===== config.mk =====
export PLATFORM = sky130hd
export DESIGN_NAME = ext_bank_if
export DESIGN_NICKNAME = d
export VERILOG_FILES = /design/src/rtl/ebi_pkg.sv /design/src/rtl/ebi_decode.sv /design/src/rtl/ebi_wait_ctrl.sv /design/src/rtl/ebi_page_track.sv /design/src/rtl/ext_bank_if.sv
export SDC_FILE = /design/constraint.sdc
export NUM_CORES = 1
export LEC_CHECK = 0
export BUFFER_PORTS_ARGS = -buffer_cell sky130_fd_sc_hd__buf_2
export CAP_MARGIN = 40
export CORE_ASPECT_RATIO = 0.7
export CORE_UTILIZATION = 50
export DETAILED_ROUTE_END_ITERATION = 8
export GPL_ROUTABILITY_DRIVEN = 0
export PLACE_DENSITY_LB_ADDON = 0.05
export SYNTH_ARGS = -nofsm -noshare
export SYNTH_HDL_FRONTEND = slang
export SYNTH_SLANG_ARGS = --single-unit

===== constraint.sdc =====
create_clock -name clk_i -period 2.88 [get_ports clk_i]
set_input_delay 0.288 -clock clk_i [delete_from_list [all_inputs] [get_ports clk_i]]
set_output_delay 0.288 -clock clk_i [all_outputs]
set_load 0.03 [all_outputs]

===== src/rtl/ebi_pkg.sv =====
package ebi_pkg;
  typedef enum logic [1:0] {
    WM_COUNT  = 2'b00,
    WM_ACK    = 2'b01,
    WM_BOTH   = 2'b10,
    WM_EITHER = 2'b11
  } wait_mode_e;

  localparam int unsigned ADDR_W = 32;
endpackage


===== src/rtl/ebi_decode.sv =====
module ebi_decode #(
  parameter int unsigned NBANK   = 4,
  parameter int unsigned ADDR_W  = 32,
  localparam int unsigned SHIFT_W = $clog2(ADDR_W),
  localparam int unsigned RIDX_W  = $clog2(NBANK + 1)
) (
  input  logic [ADDR_W-1:0]  addr_i,
  input  logic [SHIFT_W-1:0] shift_i,
  output logic [NBANK-1:0]   sel_o,
  output logic               unb_o,
  output logic [RIDX_W-1:0]  region_o
);
  logic [ADDR_W-1:0] hi;

  assign hi    = addr_i >> shift_i;
  assign unb_o = (hi >= ADDR_W'(NBANK));

  for (genvar b = 0; b < NBANK; b++) begin : g_sel
    assign sel_o[b] = (hi == ADDR_W'(b));
  end

  assign region_o = unb_o ? RIDX_W'(NBANK) : hi[RIDX_W-1:0];
endmodule


===== src/rtl/ebi_wait_ctrl.sv =====
module ebi_wait_ctrl
  import ebi_pkg::*;
#(
  parameter int unsigned WAIT_W = 3
) (
  input  logic              clk_i,
  input  logic              rst_ni,
  input  logic              load_i,
  input  logic [WAIT_W-1:0] load_val_i,
  input  logic              active_i,
  input  wait_mode_e        mode_i,
  input  logic              ack_i,
  output logic              done_o
);
  logic [WAIT_W-1:0] cnt_q;
  logic              expired;

  always_ff @(posedge clk_i or negedge rst_ni) begin
    if (!rst_ni)                      cnt_q <= '0;
    else if (load_i)                  cnt_q <= load_val_i;
    else if (active_i && !expired)    cnt_q <= cnt_q - 1'b1;
  end

  assign expired = (cnt_q == '0);

  always_comb begin
    unique case (mode_i)
      WM_COUNT:  done_o = active_i & expired;
      WM_ACK:    done_o = active_i & ack_i;
      WM_BOTH:   done_o = active_i & expired & ack_i;
      default:   done_o = active_i & (expired | ack_i);
    endcase
  end
endmodule


===== src/rtl/ebi_page_track.sv =====
module ebi_page_track #(
  parameter int unsigned NBANK  = 4,
  parameter int unsigned ADDR_W = 32,
  parameter int unsigned COL_W  = 10,
  localparam int unsigned PAGE_W = ADDR_W - COL_W
) (
  input  logic              clk_i,
  input  logic              rst_ni,
  input  logic              upd_i,
  input  logic [NBANK-1:0]  sel_i,
  input  logic [ADDR_W-1:0] addr_i,
  output logic              hit_o
);
  logic [PAGE_W-1:0] page;
  logic [NBANK-1:0]  hit_b;

  assign page = addr_i[ADDR_W-1:COL_W];

  for (genvar b = 0; b < NBANK; b++) begin : g_bank
    logic [PAGE_W-1:0] page_q;
    logic              vld_q;

    always_ff @(posedge clk_i or negedge rst_ni) begin
      if (!rst_ni) begin
        page_q <= '0;
        vld_q  <= 1'b0;
      end else if (upd_i && sel_i[b]) begin
        page_q <= page;
        vld_q  <= 1'b1;
      end
    end

    assign hit_b[b] = vld_q && (page_q == page);
  end

  assign hit_o = |(hit_b & sel_i);
endmodule


===== src/rtl/ext_bank_if.sv =====
module ext_bank_if
  import ebi_pkg::*;
#(
  parameter int unsigned NBANK  = 4,
  parameter int unsigned WAIT_W = 3,
  parameter int unsigned COL_W  = 10,
  parameter bit          BUS_48 = 1'b1,
  localparam int unsigned DW      = BUS_48 ? 48 : 32,
  localparam int unsigned SHIFT_W = $clog2(ADDR_W),
  localparam int unsigned RIDX_W  = $clog2(NBANK + 1),
  localparam int unsigned NREG    = NBANK + 1
) (
  input  logic                     clk_i,
  input  logic                     rst_ni,
  input  logic [SHIFT_W-1:0]       cfg_bank_shift_i,
  input  logic [NREG*WAIT_W-1:0]   cfg_wait_i,
  input  logic [1:0]               cfg_mode_i,
  input  logic                     req_valid_i,
  input  logic                     req_write_i,
  input  logic [ADDR_W-1:0]        req_addr_i,
  input  logic [DW-1:0]            req_wdata_i,
  output logic                     req_ready_o,
  output logic [DW-1:0]            req_rdata_o,
  output logic [ADDR_W-1:0]        ext_addr_o,
  output logic [DW-1:0]            ext_data_o,
  input  logic [DW-1:0]            ext_data_i,
  output logic                     ext_rd_o,
  output logic                     ext_we_o,
  output logic [NBANK-1:0]         ext_bank_sel_o,
  output logic                     ext_unbanked_o,
  output logic                     ext_page_hit_o,
  input  logic                     ext_ack_i
);
  logic               active_q, write_q, unb_q, hit_q;
  logic [ADDR_W-1:0]  addr_q;
  logic [DW-1:0]      wdata_q;
  logic [NBANK-1:0]   sel_q;

  logic               accept, done;
  logic [NBANK-1:0]   dec_sel;
  logic               dec_unb, page_hit;
  logic [RIDX_W-1:0]  region;
  logic [WAIT_W-1:0]  wait_val;

  assign accept = req_valid_i && !active_q;

  ebi_decode #(.NBANK(NBANK), .ADDR_W(ADDR_W)) u_decode (
    .addr_i   (req_addr_i),
    .shift_i  (cfg_bank_shift_i),
    .sel_o    (dec_sel),
    .unb_o    (dec_unb),
    .region_o (region)
  );

  assign wait_val = cfg_wait_i[region*WAIT_W +: WAIT_W];

  ebi_wait_ctrl #(.WAIT_W(WAIT_W)) u_wait (
    .clk_i      (clk_i),
    .rst_ni     (rst_ni),
    .load_i     (accept),
    .load_val_i (wait_val),
    .active_i   (active_q),
    .mode_i     (wait_mode_e'(cfg_mode_i)),
    .ack_i      (ext_ack_i),
    .done_o     (done)
  );

  ebi_page_track #(.NBANK(NBANK), .ADDR_W(ADDR_W), .COL_W(COL_W)) u_page (
    .clk_i  (clk_i),
    .rst_ni (rst_ni),
    .upd_i  (accept),
    .sel_i  (dec_sel),
    .addr_i (req_addr_i),
    .hit_o  (page_hit)
  );

  always_ff @(posedge clk_i or negedge rst_ni) begin
    if (!rst_ni) begin
      active_q <= 1'b0;
      write_q  <= 1'b0;
      addr_q   <= '0;
      wdata_q  <= '0;
      sel_q    <= '0;
      unb_q    <= 1'b0;
      hit_q    <= 1'b0;
    end else if (accept) begin
      active_q <= 1'b1;
      write_q  <= req_write_i;
      addr_q   <= req_addr_i;
      wdata_q  <= req_wdata_i;
      sel_q    <= dec_sel;
      unb_q    <= dec_unb;
      hit_q    <= page_hit;
    end else if (done) begin
      active_q <= 1'b0;
    end
  end

  assign ext_addr_o     = active_q ? addr_q : '0;
  assign ext_data_o     = (active_q && write_q) ? wdata_q : '0;
  assign ext_rd_o       = active_q && !write_q;
  assign ext_we_o       = active_q && write_q;
  assign ext_bank_sel_o = active_q ? sel_q : '0;
  assign ext_unbanked_o = active_q && unb_q;
  assign ext_page_hit_o = active_q && hit_q;
  assign req_ready_o    = done;
  assign req_rdata_o    = (done && !write_q) ? ext_data_i : '0;
endmodule


==> results.yml, run 1 <==
sta:
  fmax_mhz: 364
  hold_violations: 0
  holdWs_ps: 38.0
  finalSetupTns_ps: 0
  finalCriticalPeriod_ps: 2750
  finalMaxSlewViolations: 0
  maxSlewHeadroom_pct: 42.4
  final.period_utilization_pct: 95.4
  clock-skew-final_ps: 10.6
  rsz0062_at_grt: "no"
  tightest_slew_ps: 865
  setup_violations: 0
yosys:
  synthesis.nets: 1262
  yosysTopAreaCellShare_pct: 43.1
  async_flop_share_pct: 100
  yosysSeqAreaShare_pct: 43.1
  netlist_instances: 1102
  synth_cell_types: 61
  netlist_area_um2: 10600
  yosys.area.top_type: "dfrtp_1"
  synthFlopType: "dfrtp_1"
  ys_ff_latch: 183
  netlist_top_cells_area: "dfrtp_1 (43%), nand2_1 (8.9%), mux2_1 (7.5%), and3_1 (5.7%), xnor2_1 (3.7%)"
  yosysWarnings: 0
  synth-edff-count: 0
  synth_area_per_cell_um2: 9.65
clocking:
  htreeDepth: 4
  cts.clk_slew.worst_paths_ps: 80
  clk_latency_ps: 430
  numCtsBuffers: 17
  root_buffer: "clkbuf_16"
  cts_setup_buffers: 0
  tritoncts: "done"
  clock-sinks: 183
  clockBufferDepth: 2
global_routing:
  top_usage_layer: "met2"
  gr-usage-all-layers_pct: 29.0
  grt_max_degree: 92
  first_global_vias: 8732
  met3_usage_pct: 6.35
  antenna_found_initial: 2
  grt_remaining_overflow: 0
  grt_util_met1_pct: 39.8
  grt_pass1_wl_um: 48400
  grt_use_met2_pct: 46.5
floorplanning:
  num_io_pins: 292
  die_h_um: 124
  initial_core_util_pct: 51.1
  row_count: 44
  coreArea_um2: 20800
  fp.dieW_um: 176
  dieArea_um2: 21900
status:
  status: "finished, final reports clean"
critical_path:
  endpoint_kind: "flop"
  path_common_cell: "buf_12"
  slowest_delay_ps: 350
  required_ps: 3190
  cp.arrival_ps: 3050
  critPathMaxFanout: 24
  startpoint_type: "input port"
  critPathKind: "in -> reg"
  crit_slowest_cell: "mux2_2"
  path_cells: "buf_2 > buf_12 > buf_12 > mux2i_2 > nor2_1 > a2111oi_1 > buf_4 > nand2_1 > o21ai_0 > a32oi_2 > buf_4 > nor3_4 > buf_12 > mux2_2"
layout:
  finalNetCount: 1593
  area_delta_synth_final_pct: 28.0
  final_common_cell: "buf_2"
  drive_gt1_share_pct: 34.2
  final_cell_mix: "buf_2 (290), nand2_1 (249), dfrtp_1 (182), buf_4 (106), and3_1 (97)"
power:
  powerDensity_nw_per_um2: 754
  total_leakage_power_nw: 7.61
  ir_worst_vdd_mv: 0.558
placement:
  hpwl_um: 22900
  io_buffers: 291
drt:
  drtIter0Drc: 897
  wirelength_um: 32100
  wire_per_inst_um: 18.6
  vias: 9280
  drc: 0
  firstDrtPassIters: 5
  via_per_inst: 5.38
  postRouteAntennaNets: 0
job:
  cap_violations: 0
hold_path:
  worstHoldPathType: "in -> reg"
==> final cells by class <==
cell class | count | area, um2
fill | 1777 | 7190
clock buffer | 18 | 439
inverter | 15 | 56.3
sequential | 183 | 4580
clock inverter | 14 | 178
tap | 276 | 345
antenna | 2 | 5.00
multi-input combinational | 810 | 5580
timing repair buffer | 406 | 2430
==> synth_stat cells (15+ instances only) <==
cell,instances
mux2i_1,28
nor4_1,18
xor2_1,44
mux2_2,19
o21ai_0,16
xnor2_1,45
dfrtp_1,183
clkbuf_1,58
inv_1,15
nor2_1,28
mux2_1,71
and3_1,97
and2_1,41
nand4_1,16
nand2_1,251
==> path summary, 6_finish.rpt <==
kind	from	to	slack (ps)	cells past startpoint
setup / recovery	cfg_bank_shift_i[1]	u_page.g_bank[3].page_q[0]$_DFFE_PN0P_	130	14
hold / removal	req_wdata_i[15]	wdata_q[15]$_DFFE_PN0P_	40	3
setup reg to reg	active_q$_DFFE_PN0P_	u_page.g_bank[3].page_q[0]$_DFFE_PN0P_	660	6
hold reg to reg	addr_q[3]$_DFFE_PN0P_	addr_q[3]$_DFFE_PN0P_	470	2
max in group asynchronous	rst_ni	addr_q[9]$_DFFE_PN0P_	1600	3
min in group asynchronous	rst_ni	wdata_q[24]$_DFFE_PN0P_	480	2
==> worst max-delay path: cells and delay by family <==
kind                   cells  cell delay (ps)
AOI/OAI and AO/OA          3              810
muxes                      2              600
buffers and inverters      6             1060
and+or+nand+nor            3              290
==> metrics by stage <==
step | cells | power (W) | setup slack [ps] | utilization, % | area (um2)
final | 1724 | 0.0103 | 133 | 65.4 | 13600
after global routing | 1724 | 0.0109 | 22.1 | 65.4 | 13600
after CTS | 1721 | 0.0103 | 100 | 65.3 | 13600
after detailed placement | 1688 | 0.00789 | -316 | 62.3 | 13000
after global placement | 1688 | 0.00783 | -254 | 62.3 | 13000
after floorplan | 1102 | 0.00651 | 7.31 | - | 10600
==> cell families after synthesis <==
kind of cell	after synthesis	share of synthesized area, %
and+or+nand+nor	503	23.7
DFF	183	43.1
muxes	132	15.1
buffers and inverters	109	4.81
xor gates and xnor gates	89	7.33
AOI/OAI and AO/OA	81	5.42
adders and majority gates	5	0.588
==> registers in the layout, summed over array words and instances (netlist names) <==
signal	flops
hit_q	1
u_page.g_bank.vld_q	4
u_page.g_bank.page_q	88
u_wait.cnt_q	3
wdata_q	48
write_q	1
unb_q	1
active_q	1
sel_q	4
addr_q	32
==> layer usage <==
| metal | wire, um | part of all wire [%] |
|---|---|---|
| met5 | 0 | 0 |
| met4 | 510 | 1.6 |
| met3 | 2400 | 7.5 |
| met2 | 14900 | 46 |
| met1 | 14300 | 45 |
==> power by group <==
group | internal (W) | total (W) | switching, W | leakage [nW]
clock network | 0.00128 | 0.00242 | 0.00114 | 0.299
registers | 0.00328 | 0.00367 | 0.000383 | 2.39
logic | 0.00142 | 0.00419 | 0.00277 | 4.92
total | 0.00598 | 0.0103 | 0.00429 | 7.61
==> what timing repair did <==
action,4_1_cts,5_1_grt
endpoints found under the setup margin,0,5
hold endpoints to repair,77,0
resized for setup,0,3
hold buffers,1,0
Power figures use the tool's default switching activity.
==> inputs of run 2 (changes only) <==
--- a/config.mk
+++ b/config.mk
@@ -6,11 +6,14 @@
 export NUM_CORES = 1
 export LEC_CHECK = 0
 export BUFFER_PORTS_ARGS = -buffer_cell sky130_fd_sc_hd__buf_2
-export CAP_MARGIN = 40
+export CAP_MARGIN = 5
+export CELL_PAD_IN_SITES_DETAIL_PLACEMENT = 0
+export CELL_PAD_IN_SITES_GLOBAL_PLACEMENT = 1
 export CORE_ASPECT_RATIO = 0.7
-export CORE_UTILIZATION = 50
+export CORE_UTILIZATION = 43
 export DETAILED_ROUTE_END_ITERATION = 8
 export GPL_ROUTABILITY_DRIVEN = 0
+export HOLD_SLACK_MARGIN = 0.05
 export PLACE_DENSITY_LB_ADDON = 0.05
 export SYNTH_ARGS = -nofsm -noshare
 export SYNTH_HDL_FRONTEND = slang
==> run 2 against run 1 <==
  * Utilization down 6.2 points
  * Sequential cell count unchanged
  * Final cell count up 5.2%
  * Worst hold slack better by 29 ps
  * Total power up 0.93%
  * Via count up 1.9%
  * Combinational power up 2%
  * Clock skew about the same
  * Global-route usage down 2.8 points
  * Fmax up 0.51%
  * Worst setup slack better by 14 ps
  * Routed wire length up 4.0%
  * Critical path type unchanged
  * Critical endpoint is now u_page.g_bank[1].page_q[16]$_DFFE_PN0P_
  * Largest cell class unchanged
==> results.yml, run 2 (same netlist as run 1, synthesis figures left out) <==
power:
  comb_power_share_pct: 41.4
  finalPower_w: 0.0104
  power.share.clock_pct: 23.3
  powerDensity_nw_per_um2: 731
  ir_worst_vdd_mv: 0.553
  p_int_w: 0.00602
  p_seq_share_pct: 35.4
  p_switching_w: 0.00435
  p_sw_share_pct: 42.0
  total_leakage_power_nw: 7.83
placement:
  hpwl_um: 23500
  place_area_um2: 13000
  pre_cts_slack_ps: -299
  io_buffers: 291
critical_path:
  critical-path-top-delay-family: "compound AO/OA/AOI/OAI gates"
  required_ps: 3200
  crit_slowest_cell: "a32oi_2"
  slowest_delay_ps: 410
  startpoint_type: "input port"
  critPathMaxFanout: 24
  critPathKind: "in -> reg"
  path_common_cell: "buf_4"
  path_cells: "buf_2 > buf_4 > buf_4 > or2_2 > o22ai_1 > nor4b_2 > a31oi_1 > nor4_2 > a32oi_2 > buf_4 > nor3_4 > buf_12 > mux2_1"
  endpoint_kind: "flop"
  path_buf_inv: 5
  cp.arrival_ps: 3050
layout:
  multi_input_area_um2: 5580
  reg_top3: "u_page.g_bank.page_q (88), wdata_q (48), addr_q (32)"
  final_cell_mix: "buf_2 (290), nand2_1 (249), dfrtp_1 (182), buf_4 (105), and3_1 (97)"
  area_delta_synth_final_pct: 33.3
  top_register: "u_page.g_bank.page_q"
  largest_register_ffs: 88
  drive_gt1_share_pct: 33.1
  fillers: 2150
  utilization_pct: 59.2
  finalNetCount: 1641
  final_common_cell: "buf_2"
  seqCellArea_um2: 4580
  finalInstanceArea_um2: 14200
sta:
  rsz0062_at_grt: "no"
  setup_ws_ps: 147
  finalMaxSlewViolations: 0
  final.period_utilization_pct: 94.9
  finalSetupTns_ps: 0
  fmax_mhz: 366
  finalCriticalPeriod_ps: 2730
  setup_violations: 0
  hold_violations: 0
  maxSlewHeadroom_pct: 37.4
  clock-skew-final_ps: 10.6
  tightest_slew_ps: 940
drt:
  vias: 9459
  via_per_inst: 5.21
  drtIter0Drc: 763
  postRouteAntennaNets: 0
  drc: 0
  firstDrtPassIters: 5
  wirelength_um: 33400
  wire_per_inst_um: 18.4
floorplanning:
  die_h_um: 134
  fp.dieW_um: 190
  initial_core_util_pct: 44.4
  coreArea_um2: 23900
  num_io_pins: 292
  dieArea_um2: 25400
  row_count: 47
global_routing:
  first_global_vias: 9077
  grt_use_met2_pct: 40.2
  grt_util_met1_pct: 38.3
  top_usage_layer: "met2"
  grt_remaining_overflow: 0
  gr-usage-all-layers_pct: 26.2
  grt_max_degree: 92
  grt_pass1_wl_um: 51100
  met3_usage_pct: 5.06
  antenna_found_initial: 2
clocking:
  cts.clk_slew.worst_paths_ps: 70
  htreeDepth: 4
  clk_latency_ps: 430
  clock-sinks: 183
  numCtsBuffers: 17
  tritoncts: "done"
  root_buffer: "clkbuf_16"
  clockBufferDepth: 2
status:
  status: "finished, final reports clean"
hold_path:
  worstHoldPathType: "in -> reg"
job:
  cap_violations: 0
==> run 2: layer usage <==
| metal | routed length [um] | share of wire [%] |
|---|---|---|
| met4 | 320 | 0.96 |
| met5 | 0 | 0 |
| met2 | 15200 | 46 |
| met3 | 2120 | 6.4 |
| met1 | 15700 | 47 |
==> run 2: worst min-delay path: cells and delay by family <==
family        cells  cell delay [ps]
buf+inv           1               90
simple gates      2               80
==> run 2: cell type report <==
type,count,share of cell area (%)
diodes,2,0.0353
clock buffers,17,3.00
clock inverters,15,1.34
inverters,15,0.397
multi-input cells,810,39.4
flip-flops and latches,183,32.3
well taps,318,2.81
repair buffers,454,20.7
==> run 2: path summary, 6_finish.rpt <==
check	from	to	slack (ps)	cells after the start
min in group asynchronous	rst_ni	addr_q[26]$_DFFE_PN0P_	370	2
setup / recovery	cfg_bank_shift_i[1]	u_page.g_bank[1].page_q[16]$_DFFE_PN0P_	150	13
max in group asynchronous	rst_ni	u_page.g_bank[3].page_q[8]$_DFFE_PN0P_	1670	3
setup reg to reg	active_q$_DFFE_PN0P_	u_page.g_bank[3].page_q[17]$_DFFE_PN0P_	760	6
hold reg to reg	wdata_q[38]$_DFFE_PN0P_	wdata_q[38]$_DFFE_PN0P_	470	2
hold / removal	req_addr_i[0]	addr_q[0]$_DFFE_PN0P_	70	3
==> run 2: repair_timing <==
item / CTS / global route
setup buffers: 0 / 1
hold buffers: 48 / 0
endpoints found under the setup margin: 0 / 54
resized for setup: 0 / 1
hold endpoints to repair: 98 / 0
==> run 2: power groups by stage <==
| stage | Clock [W] | Sequential [W] | Combinational, W |
|---|---|---|---|
| 2_1_floorplan | 0 | 0.00359 | 0.00292 |
| 3_3_place_gp | 0 | 0.00368 | 0.00419 |
| 3_5_place_dp | 0 | 0.00369 | 0.00422 |
| 4_1_cts | 0.00246 | 0.00366 | 0.00429 |
| 5_1_grt | 0.00258 | 0.00376 | 0.00469 |
| 6_report | 0.00241 | 0.00367 | 0.00429 |
==> run 2: through the flow <==
step,instances,hold slack [ps]
final,1814,67.4
after global placement,1730,287
after detailed placement,1730,286
after CTS,1810,54.3
after global routing,1814,54.6
after floorplan,1102,-7.59
==> inputs of run 3 (changes only) <==
--- a/config.mk
+++ b/config.mk
@@ -5,12 +5,13 @@
 export SDC_FILE = /design/constraint.sdc
 export NUM_CORES = 1
 export LEC_CHECK = 0
+export ABC_AREA = 1
 export BUFFER_PORTS_ARGS = -buffer_cell sky130_fd_sc_hd__buf_2
 export CAP_MARGIN = 5
 export CELL_PAD_IN_SITES_DETAIL_PLACEMENT = 0
 export CELL_PAD_IN_SITES_GLOBAL_PLACEMENT = 1
 export CORE_ASPECT_RATIO = 0.7
-export CORE_UTILIZATION = 43
+export CORE_UTILIZATION = 40
 export DETAILED_ROUTE_END_ITERATION = 8
 export GPL_ROUTABILITY_DRIVEN = 0
 export HOLD_SLACK_MARGIN = 0.05
==> run 3 against run 2 <==
  * Synthesized cell count rose by 38%
  * Sequential share of layout area rose by 2.0 points
  * Clock skew is essentially flat
  * Fmax rose by 5.6%
  * Clock power fell by 3%
  * Area after synthesis up 0.76%
  * Global-route usage shrank 0.76 points
  * Worst setup slack improved by 150 ps
  * Die area is 8.2% higher
  * Critical path type is now reg -> out
==> results.yml, run 3 <==
drt:
  vias: 10700
  wire_per_inst_um: 15.7
  firstDrtPassIters: 8
  via_per_inst: 4.91
  drtIter0Drc: 824
  wirelength_um: 34200
  drc: 0
  postRouteAntennaNets: 0
yosys:
  yosys.area.top_type: "dfrtp_1"
  yosysMostFrequentCell: "nand2_1"
  synth_cell_types: 46
  synth_compound_area_share_pct: 13.2
  netlist_instances: 1523
  synthFlopType: "dfrtp_1"
  yosysTopAreaCellShare_pct: 42.7
  synth_fa_ha_area_share_pct: 0.584
  synth_top_family_by_area: "simple AND/OR/NAND/NOR gates"
  netlist_top_cells_count: "nand2_1 (481), inv_1 (202), dfrtp_1 (183)"
  netlist_top_cells_area: "dfrtp_1 (43%), nand2_1 (17%), inv_1 (7.1%), nor2_1 (4.9%), o21ai_0 (4.9%)"
  synthSimpleGateAreaFrac_pct: 29.3
  netlist_area_um2: 10700
  synth_mux_area_share_pct: 0
  synthesis.nets: 1683
  async_flop_share_pct: 100
  ys_ff_latch: 183
  synth_area_per_cell_um2: 7.04
  yosysWarnings: 0
  synth-edff-count: 0
  synth-xor-area-share_pct: 2.78
  yosysSeqAreaShare_pct: 42.7
layout:
  fillers: 2688
  largest_register_ffs: 88
  final_cell_mix: "nand2_1 (480), buf_2 (290), inv_1 (202), dfrtp_1 (183), nor2_1 (139)"
  multi_input_area_um2: 4920
  reg_top3: "u_page.g_bank.page_q (88), wdata_q (48), addr_q (32)"
  final_common_cell: "nand2_1"
  drive_gt1_share_pct: 22.4
  area_delta_synth_final_pct: 24.5
  top_register: "u_page.g_bank.page_q"
  seqCellArea_um2: 4580
  finalInstanceArea_um2: 13300
  utilization_pct: 51.3
  finalNetCount: 1958
clocking:
  htreeDepth: 4
  tritoncts: "done"
  cts_setup_buffers: 0
  clockBufferDepth: 2
  root_buffer: "clkbuf_16"
  cts.clk_slew.worst_paths_ps: 80
  numCtsBuffers: 17
  clock-sinks: 183
  clk_latency_ps: 450
critical_path:
  critPathKind: "reg -> out"
  endpoint_kind: "primary output"
  critPathMaxFanout: 48
  cp.arrival_ps: 2300
  required_ps: 2590
  r2r_slack_ps: 890
  startpoint_type: "flop"
sta:
  rsz0062_at_grt: "no"
  clock-skew-final_ps: 10.6
  setup_violations: 0
  final.period_utilization_pct: 89.9
  hold_violations: 0
  finalMaxSlewViolations: 0
  maxSlewHeadroom_pct: 50.8
  tightest_slew_ps: 739
  finalCriticalPeriod_ps: 2590
  finalSetupTns_ps: 0
  fmax_mhz: 386
floorplanning:
  initial_core_util_pct: 41.2
  row_count: 49
  fp.dieW_um: 198
  dieArea_um2: 27500
  num_io_pins: 292
  die_h_um: 139
  coreArea_um2: 26000
global_routing:
  antenna_found_initial: 4
  first_global_vias: 9750
  grt_max_degree: 85
  gr-usage-all-layers_pct: 25.4
  grt_pass1_wl_um: 54000
  grt_remaining_overflow: 0
job:
  cap_violations: 0
hold_path:
  worstHoldPathType: "in -> reg"
power:
  total_leakage_power_nw: 7.51
  p_sw_share_pct: 42.7
  p_switching_w: 0.00407
  p_int_w: 0.00546
  ir_worst_vdd_mv: 0.426
  comb_power_share_pct: 40.2
  p_seq_share_pct: 35.4
  power.share.clock_pct: 24.4
  powerDensity_nw_per_um2: 715
placement:
  io_buffers: 291
  place_area_um2: 12600
  hpwl_um: 25500
status:
  status: "finished, final reports clean"
[run 3: path summary, 6_finish.rpt]
kind                                                    startpoint                                endpoint  cells past startpoint
max                                    u_wait.cnt_q[0]$_DFFE_PN0P_                          req_rdata_o[3]                     11
min                                                req_wdata_i[13]                 wdata_q[13]$_DFFE_PN0P_                      3
max reg2reg                u_page.g_bank[2].page_q[20]$_DFFE_PN0P_                       hit_q$_DFFE_PN0P_                      7
min reg2reg                     u_page.g_bank[0].vld_q$_DFFE_PN0P_      u_page.g_bank[0].vld_q$_DFFE_PN0P_                      2
max in group asynchronous                                   rst_ni  u_page.g_bank[2].page_q[8]$_DFFE_PN0P_                      3
min in group asynchronous                                   rst_ni                  addr_q[20]$_DFFE_PN0P_                      2
[run 3: kinds of logic (layout without fill, tap and decap cells)]
family | Yosys count | in the layout
flops | 183 | 183
other cells | 0 | 4
xor+xnor | 34 | 34
buf+inv | 297 | 585
compound gates | 243 | 243
simple gates | 761 | 761
fa+ha+maj | 5 | 5
[run 3: power by group through the flow]
stage	Combinational, W	Sequential [W]	Clock (W)
after global placement	0.00382	0.00341	0
final	0.00383	0.00337	0.00233
after CTS	0.00386	0.00337	0.00236
after floorplan	0.00269	0.00336	0
after detailed placement	0.00383	0.00342	0
after global routing	0.00426	0.00344	0.00246
[run 3: layer usage]
metal  routed length (um)  up-vias  part of all wire (%)  GRT usage [%]
li1                     -     5318                     -              -
met1                17000     4911                    50           39.7
met2                14000      401                    41           36.0
met3                 2780       25                   8.1           5.18
met4                  352        0                   1.0           4.81
met5                    0        -                     0              0
[run 3: critical path, cell delays in order (launching register included)]
cell and delay [ps]:
dfrtp_1 350, inv_1 70, ha_1 200, nand2_1 120, nand2_1 70, a21o_1 150, a21oi_1 110, nor2_1 80
nand2_1 80, buf_6 310, nor2_1 100, buf_2 190
[run 3: what timing repair did]
item	CTS	global route
hold endpoints to repair	97	0
gates resized for setup	0	1
hold buffers	17	0
endpoints found under the setup margin	0	14
[run 3: final cells by class]
type,instances,share of cell area (%)
flip-flops and latches,183,34.3
repair buffers,346,15.3
clock buffers,21,3.38
inverters,207,5.85
clock inverters,11,0.882
multi-input cells,1043,36.9
well taps,357,3.35
diodes,4,0.0750
[run 3: stage by stage]
stage	power [W]	hold slack, ps	setup slack, ps	std cells
2_1_floorplan	0.00606	-7.59	276	1523
3_3_place_gp	0.00722	395	285	2119
3_5_place_dp	0.00725	394	247	2119
4_1_cts	0.00960	51.4	160	2168
5_1_grt	0.0102	65.0	70.9	2171
6_report	0.00953	62.3	292	2172
